## config.mk

```make
export PLATFORM = sky130hd
export DESIGN_NAME = smw_write_seq
export DESIGN_NICKNAME = d
export VERILOG_FILES = /design/src/rtl/smw_pkg.sv /design/src/rtl/smw_timing.sv /design/src/rtl/smw_fsm.sv /design/src/rtl/smw_strobes.sv /design/src/rtl/smw_write_seq.sv
export SDC_FILE = /design/constraint.sdc
export NUM_CORES = 1
export LEC_CHECK = 0
export BUFFER_PORTS_ARGS = -buffer_cell sky130_fd_sc_hd__buf_4
export CORE_UTILIZATION = 49
export CTS_CLUSTER_SIZE = 40
export DETAILED_ROUTE_END_ITERATION = 10
export PLACE_DENSITY = 0.85
export SYNTH_ARGS = -nofsm -noshare
export SYNTH_HDL_FRONTEND = slang
export SYNTH_SLANG_ARGS = --single-unit
```

## constraint.sdc

```tcl
create_clock -name clk -period 13.1 [get_ports clk]
set_input_delay 3.93 -clock clk [delete_from_list [all_inputs] [get_ports clk]]
set_output_delay 3.93 -clock clk [all_outputs]
set_load 0.05 [all_outputs]
```

## src/rtl/smw_pkg.sv

```systemverilog
package smw_pkg;

    typedef enum logic {
        ST_IDLE  = 1'b0,
        ST_WRITE = 1'b1
    } smw_state_e;

    localparam int unsigned NUM_STROBES = 2;
    localparam int unsigned IDX_WE      = 0;
    localparam int unsigned IDX_CS      = 1;

endpackage

```

## src/rtl/smw_timing.sv

```systemverilog
module smw_timing
    import smw_pkg::*;
#(
    parameter int unsigned TW = 4,
    parameter int unsigned CW = TW + 2
) (
    input  logic [NUM_STROBES-1:0][TW-1:0] setup_i,
    input  logic [NUM_STROBES-1:0][TW-1:0] pulse_i,
    input  logic [TW-1:0]                  cycle_i,
    output logic [NUM_STROBES-1:0][CW-1:0] start_o,
    output logic [NUM_STROBES-1:0][CW-1:0] stop_o,
    output logic [CW-1:0]                  last_idx_o
);

    logic [NUM_STROBES-1:0][CW-1:0] eff_pulse;
    logic [CW-1:0]                  span_max;
    logic [CW-1:0]                  total_len;

    for (genvar g = 0; g < NUM_STROBES; g++) begin : g_strobe
        // a zero pulse is clamped to one clock
        always_comb begin
            if (pulse_i[g] == '0) begin
                eff_pulse[g] = CW'(1);
            end else begin
                eff_pulse[g] = CW'(pulse_i[g]);
            end
            start_o[g] = CW'(setup_i[g]);
            stop_o[g]  = CW'(setup_i[g]) + eff_pulse[g];
        end
    end

    // the access is stretched to cover both pulses
    always_comb begin
        span_max = (stop_o[IDX_WE] > stop_o[IDX_CS]) ? stop_o[IDX_WE] : stop_o[IDX_CS];
        total_len = (CW'(cycle_i) > span_max) ? CW'(cycle_i) : span_max;
        last_idx_o = total_len - CW'(1);
    end

    always_comb begin
        a_r4_pulse_nonzero: assert (stop_o[IDX_WE] > start_o[IDX_WE] && stop_o[IDX_CS] > start_o[IDX_CS])
            else $error("R4: strobe pulse of zero length");
    end

endmodule

```

## src/rtl/smw_fsm.sv

```systemverilog
module smw_fsm
    import smw_pkg::*;
#(
    parameter int unsigned CW = 6
) (
    input  logic          clk,
    input  logic          rst_n,
    input  logic          req_valid_i,
    input  logic [CW-1:0] last_idx_i,
    output smw_state_e    state_o,
    output logic [CW-1:0] phase_o,
    output logic          ready_o,
    output logic          accept_o
);

    smw_state_e    state_q, state_d;
    logic [CW-1:0] phase_q, phase_d;
    logic          at_last;

    always_comb begin
        at_last  = (state_q == ST_WRITE) && (phase_q == last_idx_i);
        ready_o  = (state_q == ST_IDLE) || at_last;
        accept_o = req_valid_i && ready_o;
    end

    always_comb begin
        state_d = state_q;
        phase_d = phase_q;
        unique case (state_q)
            ST_IDLE: begin
                if (accept_o) begin
                    state_d = ST_WRITE;
                    phase_d = '0;
                end
            end
            ST_WRITE: begin
                if (accept_o) begin
                    state_d = ST_WRITE;
                    phase_d = '0;
                end else if (at_last) begin
                    state_d = ST_IDLE;
                    phase_d = '0;
                end else begin
                    phase_d = phase_q + CW'(1);
                end
            end
            default: begin
                state_d = ST_IDLE;
                phase_d = '0;
            end
        endcase
    end

    always_ff @(posedge clk or negedge rst_n) begin
        if (!rst_n) begin
            state_q <= ST_IDLE;
            phase_q <= '0;
        end else begin
            state_q <= state_d;
            phase_q <= phase_d;
        end
    end

    assign state_o = state_q;
    assign phase_o = phase_q;

    a_r5_phase_in_range: assert property (@(posedge clk) disable iff (!rst_n)
        (state_q == ST_WRITE) |-> (phase_q <= last_idx_i))
        else $error("R5: phase past the last index");

    a_r8_no_gap: assert property (@(posedge clk) disable iff (!rst_n)
        (at_last && req_valid_i) |=> (state_q == ST_WRITE && phase_q == '0))
        else $error("R8: back-to-back access did not restart at phase 0");

endmodule

```

## src/rtl/smw_strobes.sv

```systemverilog
module smw_strobes
    import smw_pkg::*;
#(
    parameter int unsigned CW = 6
) (
    input  logic                           clk,
    input  logic                           rst_n,
    input  smw_state_e                     state_i,
    input  logic [CW-1:0]                  phase_i,
    input  logic [NUM_STROBES-1:0][CW-1:0] start_i,
    input  logic [NUM_STROBES-1:0][CW-1:0] stop_i,
    input  logic                           we_ctrl_i,
    output logic                           we_n_o,
    output logic                           cs_n_o,
    output logic                           doe_o
);

    logic [NUM_STROBES-1:0] active;
    logic [CW-1:0]          drive_from;

    for (genvar g = 0; g < NUM_STROBES; g++) begin : g_win
        always_comb begin
            active[g] = (state_i == ST_WRITE) &&
                        (phase_i >= start_i[g]) && (phase_i < stop_i[g]);
        end
    end

    // data drive begins after the setup of the controlling strobe
    always_comb begin
        drive_from = we_ctrl_i ? start_i[IDX_WE] : start_i[IDX_CS];
        we_n_o = !active[IDX_WE];
        cs_n_o = !active[IDX_CS];
        doe_o  = (state_i == ST_WRITE) && (phase_i >= drive_from);
    end

    a_r6_data_under_we: assert property (@(posedge clk) disable iff (!rst_n)
        (we_ctrl_i && !we_n_o) |-> doe_o)
        else $error("R6: write-enable low without data drive");

    a_r6_data_under_cs: assert property (@(posedge clk) disable iff (!rst_n)
        (!we_ctrl_i && !cs_n_o) |-> doe_o)
        else $error("R6: chip-select low without data drive");

endmodule

```

## src/rtl/smw_write_seq.sv

```systemverilog
module smw_write_seq
    import smw_pkg::*;
#(
    parameter int unsigned AW = 16,
    parameter int unsigned DW = 16,
    parameter int unsigned TW = 4
) (
    input  logic            clk,
    input  logic            rst_n,
    input  logic [TW-1:0]   cfg_we_setup,
    input  logic [TW-1:0]   cfg_we_pulse,
    input  logic [TW-1:0]   cfg_cycle,
    input  logic [TW-1:0]   cfg_cs_setup,
    input  logic [TW-1:0]   cfg_cs_pulse,
    input  logic            cfg_we_ctrl,
    input  logic            req_valid,
    output logic            req_ready,
    input  logic [AW-1:0]   req_addr,
    input  logic [DW-1:0]   req_data,
    input  logic [DW/8-1:0] req_be,
    output logic [AW-1:0]   mem_addr,
    output logic [DW/8-1:0] mem_be_n,
    output logic [DW-1:0]   mem_dout,
    output logic            mem_doe,
    output logic            mem_we_n,
    output logic            mem_cs_n
);

    localparam int unsigned CW = TW + 2;
    localparam int unsigned BW = DW / 8;

    logic [NUM_STROBES-1:0][TW-1:0] setup_vec;
    logic [NUM_STROBES-1:0][TW-1:0] pulse_vec;
    logic [NUM_STROBES-1:0][CW-1:0] start_vec;
    logic [NUM_STROBES-1:0][CW-1:0] stop_vec;
    logic [CW-1:0]                  last_idx;
    smw_state_e                     state;
    logic [CW-1:0]                  phase;
    logic                           accept;

    logic [AW-1:0] addr_q;
    logic [DW-1:0] data_q;
    logic [BW-1:0] be_q;

    always_comb begin
        setup_vec[IDX_WE] = cfg_we_setup;
        setup_vec[IDX_CS] = cfg_cs_setup;
        pulse_vec[IDX_WE] = cfg_we_pulse;
        pulse_vec[IDX_CS] = cfg_cs_pulse;
    end

    smw_timing #(.TW(TW), .CW(CW)) u_timing (
        .setup_i    (setup_vec),
        .pulse_i    (pulse_vec),
        .cycle_i    (cfg_cycle),
        .start_o    (start_vec),
        .stop_o     (stop_vec),
        .last_idx_o (last_idx)
    );

    smw_fsm #(.CW(CW)) u_fsm (
        .clk         (clk),
        .rst_n       (rst_n),
        .req_valid_i (req_valid),
        .last_idx_i  (last_idx),
        .state_o     (state),
        .phase_o     (phase),
        .ready_o     (req_ready),
        .accept_o    (accept)
    );

    smw_strobes #(.CW(CW)) u_strobes (
        .clk       (clk),
        .rst_n     (rst_n),
        .state_i   (state),
        .phase_i   (phase),
        .start_i   (start_vec),
        .stop_i    (stop_vec),
        .we_ctrl_i (cfg_we_ctrl),
        .we_n_o    (mem_we_n),
        .cs_n_o    (mem_cs_n),
        .doe_o     (mem_doe)
    );

    // request fields are captured once per access
    always_ff @(posedge clk or negedge rst_n) begin
        if (!rst_n) begin
            addr_q <= '0;
            data_q <= '0;
            be_q   <= '0;
        end else if (accept) begin
            addr_q <= req_addr;
            data_q <= req_data;
            be_q   <= req_be;
        end
    end

    assign mem_addr = addr_q;
    assign mem_dout = data_q;
    assign mem_be_n = ~be_q;

    a_r7_bus_stable: assert property (@(posedge clk) disable iff (!rst_n)
        (state == ST_WRITE && !accept) |=> ($stable(mem_addr) && $stable(mem_dout) && $stable(mem_be_n)))
        else $error("R7: bus values moved inside an access");

    a_r9_release: assert property (@(posedge clk) disable iff (!rst_n)
        (state == ST_WRITE && req_ready && !req_valid) |=> (mem_we_n && mem_cs_n && !mem_doe && req_ready))
        else $error("R9: strobes not released after the last access");

endmodule

```

After elaboration in Yosys (flattened, before gate mapping)
Cells that the tools add are included.
{"block": "word_totals", "reg_bits": 41, "inputBits": 58, "out_inout_bits": 38}
{"block": "classes", "n_addsub": 4, "magnitude_cmp": 7, "eq_ne": 2, "muxes": 13, "bitwise_logic": 2, "reduce_logical": 12}
{"cell": "6-bit two-way mux", "count": 5}
{"cell": "6-bit by 4-bit >= comparator with 1-bit output", "count": 3}
{"cell": "6-bit by 5-bit less-than comparator with 1-bit output", "count": 2}
{"cell": "4-bit two-way mux", "count": 3}
{"cell": "6-bit one-hot mux with 2 select lines", "count": 1}
{"cell": "4-bit by 4-bit adder with 5-bit output", "count": 2}
{"cell": "4-bit zero test", "count": 2}
{"cell": "1-bit logical AND", "count": 7}
{"cell": "6-bit by 1-bit adder with 6-bit output, second input constant", "count": 1}
{"cell": "6-bit == test", "count": 1}
{"cell": "4-bit by 6-bit greater-than comparator with 1-bit output", "count": 1}
{"cell": "6-bit greater-than comparator", "count": 1}
{"cell": "6-bit by 1-bit subtractor with 6-bit output, second input constant", "count": 1}
{"cell": "1-bit two-way mux", "count": 3}
{"cell": "1-bit zero test", "count": 2}
{"cell": "2-bit inequality test, second input constant", "count": 1}
{"cell": "2-bit NOT", "count": 1}
{"cell": "1-bit one-hot mux with 2 select lines", "count": 1}
{"cell": "1-bit logical OR", "count": 1}
{"cell": "1-bit NOT", "count": 1}

Logic depth before layout (Yosys ltp)
Gate-level depths: netlist of the first run.
{"block": "depth", "depth_word": 14, "depth_mapped": 34, "depth_no_buf": 32}

Cells and area by module
From an unflattened synthesis of the first run, not the netlist that was laid out.
{"block": "unflattened", "cells_unflattened": 355, "area_unflattened_um2": 3681.0}
{"module": "smw_write_seq", "instances": 1, "cells_each": 74, "area_per_inst_um2": 1425.1}
{"module": "smw_timing", "instances": 1, "cells_each": 143, "area_per_inst_um2": 1067.3}
{"module": "smw_strobes", "instances": 1, "cells_each": 96, "area_per_inst_um2": 768.2}
{"module": "smw_fsm", "instances": 1, "cells_each": 42, "area_per_inst_um2": 420.4}

Worst setup path after synthesis of the first run
No wires, ideal clock.
{"block": "synth_timing", "kind": "input to output", "startpoint": "input port cfg_we_pulse[3]", "endpoint": "output port req_ready", "arrival_ns": 9.727, "path_slack_ns": -0.557, "cell_stages": 32, "n_path_buf": 2, "path_cell_list": "nor3_1 or2_2 ha_1 inv_1 fa_1 nor2b_1 o21ai_0 nor2b_1 inv_1 ha_1 o211ai_1 a2111oi_2 a311oi_4 o211ai_4 a311o_1 ha_1 inv_1 a21oi_1 o21ai_0 and2_1 nand2_1 mux2_4 mux2i_4 ha_1 xnor2_1 a31oi_1 nand3_1 or4b_1 buf_2 o21a_1 buf_6 inv_2"}
{"block": "synth_via", "elab_chain_cells": 11}
{"item": "start, declared", "line_no": "smw_write_seq.sv:11", "rtl": "input logic [TW-1:0] cfg_we_pulse,"}
{"item": "4-bit zero test", "line_no": "smw_timing.sv:22", "rtl": "if (pulse_i[g] == '0) begin"}
{"item": "4-bit two-way mux (*)", "line_no": "smw_timing.sv:22"}
{"item": "4-bit by 4-bit adder with 5-bit output (*)", "line_no": "smw_timing.sv:28", "rtl": "stop_o[g] = CW'(setup_i[g]) + eff_pulse[g];"}
{"item": "6-bit greater-than comparator", "line_no": "smw_timing.sv:34", "rtl": "span_max = (stop_o[IDX_WE] > stop_o[IDX_CS]) ? stop_o[IDX_WE] : stop_o[IDX_CS];"}
{"item": "6-bit two-way mux (*)", "line_no": "smw_timing.sv:34"}
{"item": "4-bit by 6-bit greater-than comparator with 1-bit output", "line_no": "smw_timing.sv:35", "rtl": "total_len = (CW'(cycle_i) > span_max) ? CW'(cycle_i) : span_max;"}
{"item": "6-bit two-way mux (*)", "line_no": "smw_timing.sv:35"}
{"item": "6-bit by 1-bit subtractor with 6-bit output (*)", "line_no": "smw_timing.sv:36", "rtl": "last_idx_o = total_len - CW'(1);"}
{"item": "6-bit == test (*)", "line_no": "smw_fsm.sv:21", "rtl": "at_last = (state_q == ST_WRITE) && (phase_q == last_idx_i);"}
{"item": "1-bit logical AND (*)", "line_no": "smw_fsm.sv:21"}
{"item": "1-bit logical OR (*)", "line_no": "smw_fsm.sv:22", "rtl": "ready_o = (state_q == ST_IDLE) || at_last;"}
{"item": "end, declared", "line_no": "smw_write_seq.sv:17", "rtl": "output logic req_ready,"}
Mark *: on every way between the ends. The rest lies on a longest branch, timed or not.

Worst setup path after layout of the first run
{"block": "layout_timing", "startpoint": "input port cfg_we_pulse[2]", "endpoint": "output port req_ready"}
Same word-level chain as after synthesis.

==> impl_metrics.ini, run 1 <==
[outcome]
outcome = complete, but fails checks
violations = negative setup slack

[synth]
synth_top_family_by_area = compound AO/OA/AOI/OAI gates
synth_nets = 524
synth-seq-cells = 41
synth_fa_ha_area_frac = 0.129
synth_compound_area_frac = 0.315
netlist_instances = 428
synth_area_leaders = dfrtp_1, ha_1, o211ai_2
synth-xor-area-share = 0.0272
syn_area_sq_um = 3870
synth_top_area_share = 0.265
synthDistinctLibCells = 56
yosysWarnings = 0
ys.flop_type = dfrtp_1
yosys.area_share.simple = 0.177
synth_top_cell_by_area = dfrtp_1
synth_edf_count = 0
async_reset_ff_frac = 1.00
avgSynthCellArea_sq_um = 9.04
yosysSeqAreaShare = 0.265
synthMuxAreaShare = 0.0265

[floorplan]
rows = 32
die_area_sq_um = 8260
core-area_sq_um = 7690
start_util = 0.503
die_x_um = 90.9
num_io_pins = 96
die_height_um = 90.9

[routing]
drt_iter0_markers = 285
avgRoutedWirePerCell_um = 16.5
routed-via-count = 3714
dr.pass1.iters = 4
wl_um = 10600
routed_via_density = 5.76
drc = 0
ant_nets = 0

[pwr]
p_total_mw = 1.33
leakage_nw = 2.32
pwr_density_cell_nw_per_um2 = 257
peakVddDrop_v = 0.000161

[place]
io_buffer_count = 95
post_dp_cell_area_sq_um = 4880
dpl.cell_count = 625
post-place-ws_ns = -0.231
place_hpwl_um = 7480
place.gp.congestion = 0.935

[hold_path]
hold_class = reg2reg

[cells_and_area]
final_area_sq_um = 5190
final_core_util = 0.676
antenna_cells = 0
fin_nets = 638
finalNonFillerCells = 645
drive_above_1_share = 0.401
syn2layout_area_growth_pct = 34.2

[clock_network]
path_clk_slew_ns = 0.08
postCtsHoldBufs = 0
cts_tree = yes
htree_levels = 2
worstSkewPairLatency_ns = 0.31
cts_root_buffer = clkbuf_8
cts_buffers = 5
clk_path_buf_depth = 2
cts.sinks = 41

[setup_path]
cpMostUsedCell = ha_4
path_class = in2out
crit_path_max_fanout = 5
critPathLaunch = cfg_we_pulse[2]
critPathArrivalTime_ns = 9.25
slowest_delay_ns = 0.54
rrSetupSlack_ns = 10.68
setup.worst_path.end_class = primary output
slowest_stage = fa_2
reg2reg_depth = 7
cp-start-kind = input port
r2r-end = mem_addr[11]$_DFFE_PN0P_
worstSetupEndpoint = req_ready
r2r_start = u_fsm.phase_o[2]$_DFFE_PN0P_
required_ns = 9.17

[timing]
slew_headroom = 0.572
setup_viol = 1
worst_slack_ns = -0.0790
rsz0062_at_grt = true
skew_ns = 0.00712
hold_viol_final = 0
slew_violations = 0
fmax_mhz = 75.9
fin_crit_sh = 1.01
final.min_clock_period_ns = 13.18
worst_pin_slew_ns = 0.640

[global_route]
overflow = 0
antenna_found_initial = 0
grt_pass1_wl_um = 17900
first_global_vias = 3834
grt_max_degree = 74
grtUsageTotal = 0.266

[job]
cap_violations = 0
sequential cells by signal, indices dropped and copies added, names as in the netlist:
name           flops
be_q               2
mem_addr          16
u_fsm.phase_o      6
mem_dout          16
u_fsm.state_o      1
worst max-delay path: cells and delay by family:
family | cells | cell delay, ns
AO/OA/AOI/OAI | 11 | 1.63
AND/OR/NAND/NOR | 6 | 1.17
multiplexers | 2 | 0.49
adder cells (fa/ha/maj) | 5 | 1.40
XOR/XNOR | 1 | 0.26
buffers and inverters | 5 | 0.36
cells in the mapped netlist, types with 2 or more instances:
library cell / instances
nand2_1: 46
o211ai_1: 44
nand2b_1: 43
dfrtp_1: 41
ha_1: 36
o211ai_2: 30
clkbuf_1: 23
inv_1: 23
a21oi_1: 13
o21ai_0: 13
xnor2_1: 10
nor2_1: 9
a21o_1: 8
nor2b_1: 6
nor3_1: 6
a31oi_1: 5
nand3_1: 5
buf_6: 4
mux2i_1: 4
nand4_1: 4
a2111o_1: 3
a211oi_1: 3
and3_1: 3
o21ai_1: 3
or2_2: 3
a2111oi_0: 2
a2111oi_2: 2
a21boi_0: 2
buf_2: 2
fa_1: 2
o21a_1: 2
o32ai_1: 2
or3_1: 2
xor2_1: 2
kinds of logic (layout without fill, tap and decap cells):
logic type / Yosys count / count (layout)
xor+xnor: 12 / 12
buf+inv: 54 / 169
fa+ha+maj: 39 / 39
compound gates: 142 / 142
flops: 41 / 41
simple gates: 132 / 132
mux: 8 / 8
worst min path at each step:
stage                                     endpoint  cells past startpoint                      from
after floorplan                be_q[0]$_DFFE_PN0P_                      2       be_q[0]$_DFFE_PN0P_
after global placement    mem_dout[13]$_DFFE_PN0P_                      2  mem_dout[13]$_DFFE_PN0P_
after detailed placement  mem_dout[10]$_DFFE_PN0P_                      2  mem_dout[10]$_DFFE_PN0P_
after CTS                  mem_addr[4]$_DFFE_PN0P_                      2   mem_addr[4]$_DFFE_PN0P_
after global routing      mem_dout[10]$_DFFE_PN0P_                      2  mem_dout[10]$_DFFE_PN0P_
final                      mem_addr[4]$_DFFE_PN0P_                      2   mem_addr[4]$_DFFE_PN0P_
routing by layer:
metal	routed length, um	vias to the layer above	GRT usage
li1	-	1800	-
met1	4550	1775	0.331
met2	5280	120	0.461
met3	655	19	0.0564
met4	155	0	0.0780
met5	0	-	0
placed cells by master, fill, tap and decap left out, types with 2 or more instances in the layout:
cell and count:
buf_4 134, nand2_1 44, o211ai_1 44, nand2b_1 43
dfrtp_1 41, o211ai_2 30, ha_1 30, inv_1 18
o21ai_0 12, xnor2_1 9, a21oi_1 9, nor2_1 8
a21o_1 8, nor3_1 5, inv_2 5, nor2b_1 5
nand3_1 5, ha_4 5, clkbuf_8 5, a21oi_2 4
mux2i_1 4, nand4_1 4, a31oi_1 4, o21ai_1 3
and3_1 3, a2111o_1 3, a211oi_1 3, or2_4 2
and2_4 2, a2111oi_2 2, or3_1 2, a2111oi_0 2
a21boi_0 2, o32ai_1 2, fa_2 2, bufinv_16 2
buf_6 2
power breakdown:
group | leakage (nW) | switching [mW] | internal (mW)
logic | 1.86 | 0.580 | 0.372
clock network | 0.0687 | 0.0500 | 0.0768
registers | 0.389 | 0.0687 | 0.185
what timing repair did:
action,CTS,global route
pin swaps,25,17
endpoints found under the hold margin,0,0
buffers inserted,8,4
setup endpoints to repair,1,1
gates resized for setup,14,5
area by class of cell:
| class | count | area (sq um) |
|---|---|---|
| multi-input cells | 333 | 2760 |
| fillers | 611 | 2490 |
| repair buffers | 137 | 1050 |
| flip-flops and latches | 41 | 1030 |
| well taps | 102 | 128 |
| inverters | 24 | 97.6 |
| clock buffers | 5 | 68.8 |
| clock inverters | 3 | 68.8 |
metrics by stage:
| step | setup TNS (ns) | hold slack, ns |
|---|---|---|
| 6_report | -0.0790 | 0.533 |
| 4_1_cts | -0.239 | 0.537 |
| 5_1_grt | -0.371 | 0.564 |
| 3_5_place_dp | -0.231 | 0.509 |
| 2_1_floorplan | -0.0616 | 0.487 |
| 3_3_place_gp | -0.108 | 0.504 |
(Power assumes the default switching activity.)
==> run 2, diff against run 1 <==
--- a/config.mk
+++ b/config.mk
@@ -6,10 +6,11 @@
 export NUM_CORES = 1
 export LEC_CHECK = 0
 export BUFFER_PORTS_ARGS = -buffer_cell sky130_fd_sc_hd__buf_4
-export CORE_UTILIZATION = 49
+export CORE_MARGIN = 5
+export CORE_UTILIZATION = 35
 export CTS_CLUSTER_SIZE = 40
 export DETAILED_ROUTE_END_ITERATION = 10
-export PLACE_DENSITY = 0.85
+export PLACE_DENSITY = 0.66
 export SYNTH_ARGS = -nofsm -noshare
 export SYNTH_HDL_FRONTEND = slang
 export SYNTH_SLANG_ARGS = --single-unit
==> run 2 against run 1 <==
  * Total power down 1.3%
  * Routed wire length up 3.7%
  * Register-to-register slack worse by 0.02 ns
  * Cell area up 2.4%
  * The run still ends with negative setup slack left
  * Clock skew down 0.0021 ns
  * Count of clock-buffer cells in the layout up 2
  * Worst setup slack worse by 0.17 ns
  * Core utilization down 18 points
  * Combinational power up 2%
  * Maximum frequency down 1.3%
==> impl_metrics.ini, run 2 (synthesized netlist as in run 1, its figures left out) <==
[timing]
tns_ns = -0.254
slew_headroom = 0.604
whs_ns = 0.524
fin_crit_sh = 1.02
worst_slack_ns = -0.254
skew_ns = 0.00504
fmax_mhz = 74.9
final.min_clock_period_ns = 13.35
hold_viol_final = 0
slew_violations = 0
worst_pin_slew_ns = 0.593
rsz0062_at_grt = true
setup_viol = 1

[global_route]
overflow = 0
grtUsageTotal = 0.162
antenna_found_initial = 0
grt_pass1_wl_um = 17900
first_global_vias = 3660
grt_max_degree = 74

[place]
dpl.cell_count = 666
place.gp.congestion = 0.869
io_buffer_count = 95
post-place-ws_ns = -0.344
post_dp_cell_area_sq_um = 4950
place_hpwl_um = 7900

[cells_and_area]
final_common_cell = buf_4
drive_above_1_share = 0.409
final_core_util = 0.491
finalNonFillerCells = 688
num-fill-cells = 1056
syn2layout_area_growth_pct = 37.5
antenna_cells = 0
layout_common_cells = buf_4, nand2_1, o211ai_1, nand2b_1, dfrtp_1
final_area_sq_um = 5320
fin_nets = 643

[pwr]
p_total_mw = 1.32
peakVddDrop_v = 0.000138
leakage_nw = 2.35
pwr_density_cell_nw_per_um2 = 247

[routing]
drc = 0
wl_um = 11000
drt-met1-wl_um = 4970
dr_wl_met2_um = 5300
dr.pass1.iters = 4
routed_via_density = 5.35
routed-via-count = 3679
top_layer = met4
drt_iter0_markers = 227
met3_length_um = 651
avgRoutedWirePerCell_um = 16.0
ant_nets = 0

[outcome]
violations = negative setup slack
outcome = complete, but fails checks

[setup_path]
slowest_stage = or4b_4
critPathArrivalTime_ns = 9.42
crit_path_max_fanout = 4
path_class = in2out
setup.worst_path.end_class = primary output
cp-start-kind = input port
required_ns = 9.17
cpMostUsedCell = ha_4
slowest_delay_ns = 0.56

[floorplan]
start_util = 0.357
die_x_um = 115
core-area_sq_um = 10800
die_area_sq_um = 13300
rows = 38
die_height_um = 115
num_io_pins = 96

[clock_network]
postCtsHoldBufs = 0
cts_buffers = 5
cts.sinks = 41
cts_root_buffer = clkbuf_8
path_clk_slew_ns = 0.08
cts_tree = yes
worstSkewPairLatency_ns = 0.29
clk_path_buf_depth = 2
htree_levels = 2

[job]
cap_violations = 0

[hold_path]
hold_class = reg2reg
run 2: changes by cell type in the layout (fill, tap and decap cells not counted), sizes merged:
cell and delta:
bufinv -2, buf +5, clkinv +1, inv -1, clkbuf +2
run 2: final timing paths:
| kind | endpoint | slack [ns] | depth (start not counted) | start |
|---|---|---|---|---|
| min in group asynchronous | mem_addr[2]$_DFFE_PN0P_ | 3.61 | 1 | rst_n |
| setup / recovery | req_ready | -0.25 | 31 | cfg_we_pulse[2] |
| setup reg to reg | mem_addr[13]$_DFFE_PN0P_ | 10.66 | 7 | u_fsm.phase_o[1]$_DFFE_PN0P_ |
| hold reg to reg | be_q[0]$_DFFE_PN0P_ | 0.52 | 2 | be_q[0]$_DFFE_PN0P_ |
| hold / removal | be_q[0]$_DFFE_PN0P_ | 0.52 | 2 | be_q[0]$_DFFE_PN0P_ |
| max in group asynchronous | mem_addr[14]$_DFFE_PN0P_ | 9.11 | 1 | rst_n |
run 2: cell type report:
type | instances | area [sq um] | area share
Multi-Input combinational cell | 333 | 2820 | 0.530
Tap cell | 140 | 175 | 0.0329
Clock buffer | 7 | 96.3 | 0.0181
Inverter | 24 | 97.6 | 0.0183
Timing Repair Buffer | 142 | 1100 | 0.207
Sequential cell | 41 | 1030 | 0.193
Clock inverter | 1 | 5.00 | 0.000941
run 2: routing by layer:
metal  global-route usage  vias to the layer above
li1                     -                     1807
met1                0.215                     1779
met2                0.269                       85
met3               0.0405                        8
met4               0.0305                        0
met5                    0                        -
run 2: report_power, final:
| group | internal [mW] | total [mW] | switching (mW) |
|---|---|---|---|
| clock | 0.0477 | 0.0923 | 0.0446 |
| combinational | 0.382 | 0.967 | 0.585 |
| sequential | 0.186 | 0.256 | 0.0700 |
| total | 0.615 | 1.32 | 0.700 |
run 2: repair_timing:
item,CTS,global route
pin swaps,24,21
setup endpoints to repair,1,1
hold endpoints to repair,0,0
gates resized for setup,18,12
setup buffers,9,5
run 2: critical path: cells and delay by family:
kind,cells,cell delay (ns)
AO/OA/AOI/OAI,9,1.59
XOR/XNOR,1,0.12
adder cells (fa/ha/maj),5,1.34
buffers and inverters,7,0.57
multiplexers,2,0.50
AND/OR/NAND/NOR,7,1.35
==> run 3, diff against run 2 <==
--- a/config.mk
+++ b/config.mk
@@ -10,7 +10,8 @@
 export CORE_UTILIZATION = 35
 export CTS_CLUSTER_SIZE = 40
 export DETAILED_ROUTE_END_ITERATION = 10
-export PLACE_DENSITY = 0.66
+export PLACE_DENSITY = 0.67
 export SYNTH_ARGS = -nofsm -noshare
 export SYNTH_HDL_FRONTEND = slang
+export SYNTH_HIERARCHICAL = 1
 export SYNTH_SLANG_ARGS = --single-unit
==> run 3 against run 2 <==
  * The flow now finishes without violations
  * Count of clock-buffer cells in the layout is the same
  * Register-to-register slack lost 0.17 ns
  * Total power shrank 9.7%
  * Combinational power shrank 14%
  * Maximum frequency grew 3.0%
  * Critical path depth shrank 1
  * Sequential cell count is the same
  * Sequential power shrank 2%
  * Cell count shrank 10%
  * Critical path type unchanged
==> impl_metrics.ini, run 3 <==
[clock_network]
worstSkewPairLatency_ns = 0.28
htree_levels = 2
clk_path_buf_depth = 2
cts_root_buffer = clkbuf_8
cts_buffers = 5
cts.sinks = 41
cts_tree = yes
path_clk_slew_ns = 0.07

[place]
place.gp.congestion = 0.830
io_buffer_count = 95
post_dp_cell_area_sq_um = 4590
dpl.cell_count = 592
place_hpwl_um = 6980

[global_route]
first_global_vias = 3198
overflow = 0
grt_max_degree = 42
grtUsageTotal = 0.137
antenna_found_initial = 0
grt_pass1_wl_um = 14700

[synth]
synth_edf_count = 0
yosysWarnings = 6
netlist_instances = 355
ys.flop_type = dfrtp_1
ys_top_cells_by_count = ha_1, dfrtp_1, inv_1
synth_top_cell_by_area = dfrtp_1
async_reset_ff_frac = 1.00
synth_top_area_share = 0.279
avgSynthCellArea_sq_um = 10.4
synth-seq-cells = 41
synthDistinctLibCells = 65
synth.most_common_cell = ha_1
synth_area_leaders = dfrtp_1, ha_1, mux2_4
syn_area_sq_um = 3680
yosysSeqAreaShare = 0.279

[routing]
ant_nets = 0
routed-via-count = 3052
drt_iter0_markers = 84
drc = 0
routed_via_density = 4.93
dr.pass1.iters = 7
avgRoutedWirePerCell_um = 14.6
wl_um = 9030

[cells_and_area]
antenna_cells = 0
drive_above_1_share = 0.466
final_common_cell = buf_4
layout_common_cells = buf_4, dfrtp_1, ha_1, inv_1, mux2_4
syn2layout_area_growth_pct = 36.2
final_core_util = 0.488
final_area_sq_um = 5010
finalNonFillerCells = 619
fin_nets = 588

[timing]
rsz0062_at_grt = true
slew_headroom = 0.278
fmax_mhz = 77.1
hold_viol_final = 0
tns_ns = 0
fin_crit_sh = 0.989
setup_viol = 0
skew_ns = 0.00966
worst_pin_slew_ns = 1.08
final.min_clock_period_ns = 12.96
slew_violations = 0

[setup_path]
critPathArrivalTime_ns = 9.03
cpMostUsedCell = o21a_1
slowest_delay_ns = 0.39
path_class = in2out
reg2reg_depth = 5
slowest_stage = fa_2
required_ns = 9.17
cp-start-kind = input port
crit_path_max_fanout = 3
setup.worst_path.end_class = primary output

[outcome]
outcome = completed

[job]
cap_violations = 0

[floorplan]
die_area_sq_um = 12700
start_util = 0.358
core-area_sq_um = 10300
rows = 37
num_io_pins = 96
die_height_um = 113
die_x_um = 113

[pwr]
leakage_nw = 2.48
peakVddDrop_v = 0.000132
p_total_mw = 1.19
pwr_density_cell_nw_per_um2 = 237

[hold_path]
hold_class = reg2reg
whs_path_depth = 1
-- run 3: cell count changes in the layout (fill, tap and decap cells not counted), sizes merged, moves of 4 or more --
| cell | before | now |
|---|---|---|
| o21ai | 16 | 22 |
| mux2 | 2 | 36 |
| inv | 24 | 41 |
| ha | 36 | 46 |
| o211ai | 75 | 2 |
| o21a | 2 | 8 |
| nand2 | 46 | 16 |
| conb | 0 | 6 |
| nand2b | 43 | 4 |
| a211o | 0 | 4 |
-- run 3: what timing repair did --
item / in CTS / in global routing
pin swaps: 7 / 17
setup endpoints to repair: 1 / 1
hold buffers: 0 / 0
resized for setup: 10 / 30
cloned: 0 / 0
setup buffers: 14 / 5
-- run 3: worst paths after layout --
| check | startpoint | to | slack, ns |
|---|---|---|---|
| setup / recovery | cfg_we_pulse[3] | req_ready | 0.14 |
| hold / removal | mem_dout[5]$_DFFE_PN0P_ | mem_dout[5]$_DFFE_PN0P_ | 0.51 |
| setup reg to reg | u_fsm/phase_o[1]$_DFFE_PN0P_ | be_q[1]$_DFFE_PN0P_ | 10.49 |
| hold reg to reg | mem_dout[5]$_DFFE_PN0P_ | mem_dout[5]$_DFFE_PN0P_ | 0.51 |
| max in group asynchronous | rst_n | be_q[0]$_DFFE_PN0P_ | 9.13 |
| min in group asynchronous | rst_n | mem_dout[13]$_DFFE_PN0P_ | 3.62 |
-- run 3: metal layers --
metal | part of all wire | vias to the layer above | GRT usage
met3 | 0.056 | 16 | 0.0232
met2 | 0.47 | 101 | 0.237
li1 | - | 1502 | -
met1 | 0.46 | 1433 | 0.178
met4 | 0.015 | 0 | 0.0353
met5 | 0 | - | 0
-- run 3: logic make-up (layout without fill, tap and decap cells) --
kind of cell	Yosys count	in the layout	share of synthesized area
simple gates	67	67	0.108
xor+xnor	12	12	0.0286
buf+inv	66	189	0.0976
compound gates	76	76	0.155
fa+ha+maj	48	48	0.167
flops	41	41	0.279
mux	44	44	0.163
other cells	1	6	0.00102
-- run 3: final cells by class --
cell class                 count  area (sq um)
clock buffer                   7          86.3
clock inverter                 1          30.0
fill                         965          5260
inverter                      41           154
multi-input combinational    253          2480
sequential                    41          1030
tap                          136           170
timing repair buffer         140          1070
-- run 3: through the flow --
step | hold WS (ns) | setup WS, ns
after floorplan | 0.481 | 0.0247
after global placement | 0.491 | -0.0808
after detailed placement | 0.493 | -0.304
after CTS | 0.515 | 0.00106
after global routing | 0.537 | -0.122
final | 0.510 | 0.138
-- run 3: worst max-delay path: cells and delay by family --
family                     cells  cell delay (ns)
xor gates and xnor gates       1             0.16
buffers and inverters          4             0.45
adders and majority gates      5             1.26
AOI/OAI and AO/OA              9             1.49
muxes                          2             0.44
and+or+nand+nor                9             1.30
-- run 3: power by group --
part	total [mW]	internal, mW	switching, mW	leakage [nW]
Clock	0.103	0.0621	0.0405	0.0585
Sequential	0.251	0.189	0.0622	0.500
Combinational	0.834	0.376	0.458	1.92
Total	1.19	0.627	0.561	2.48
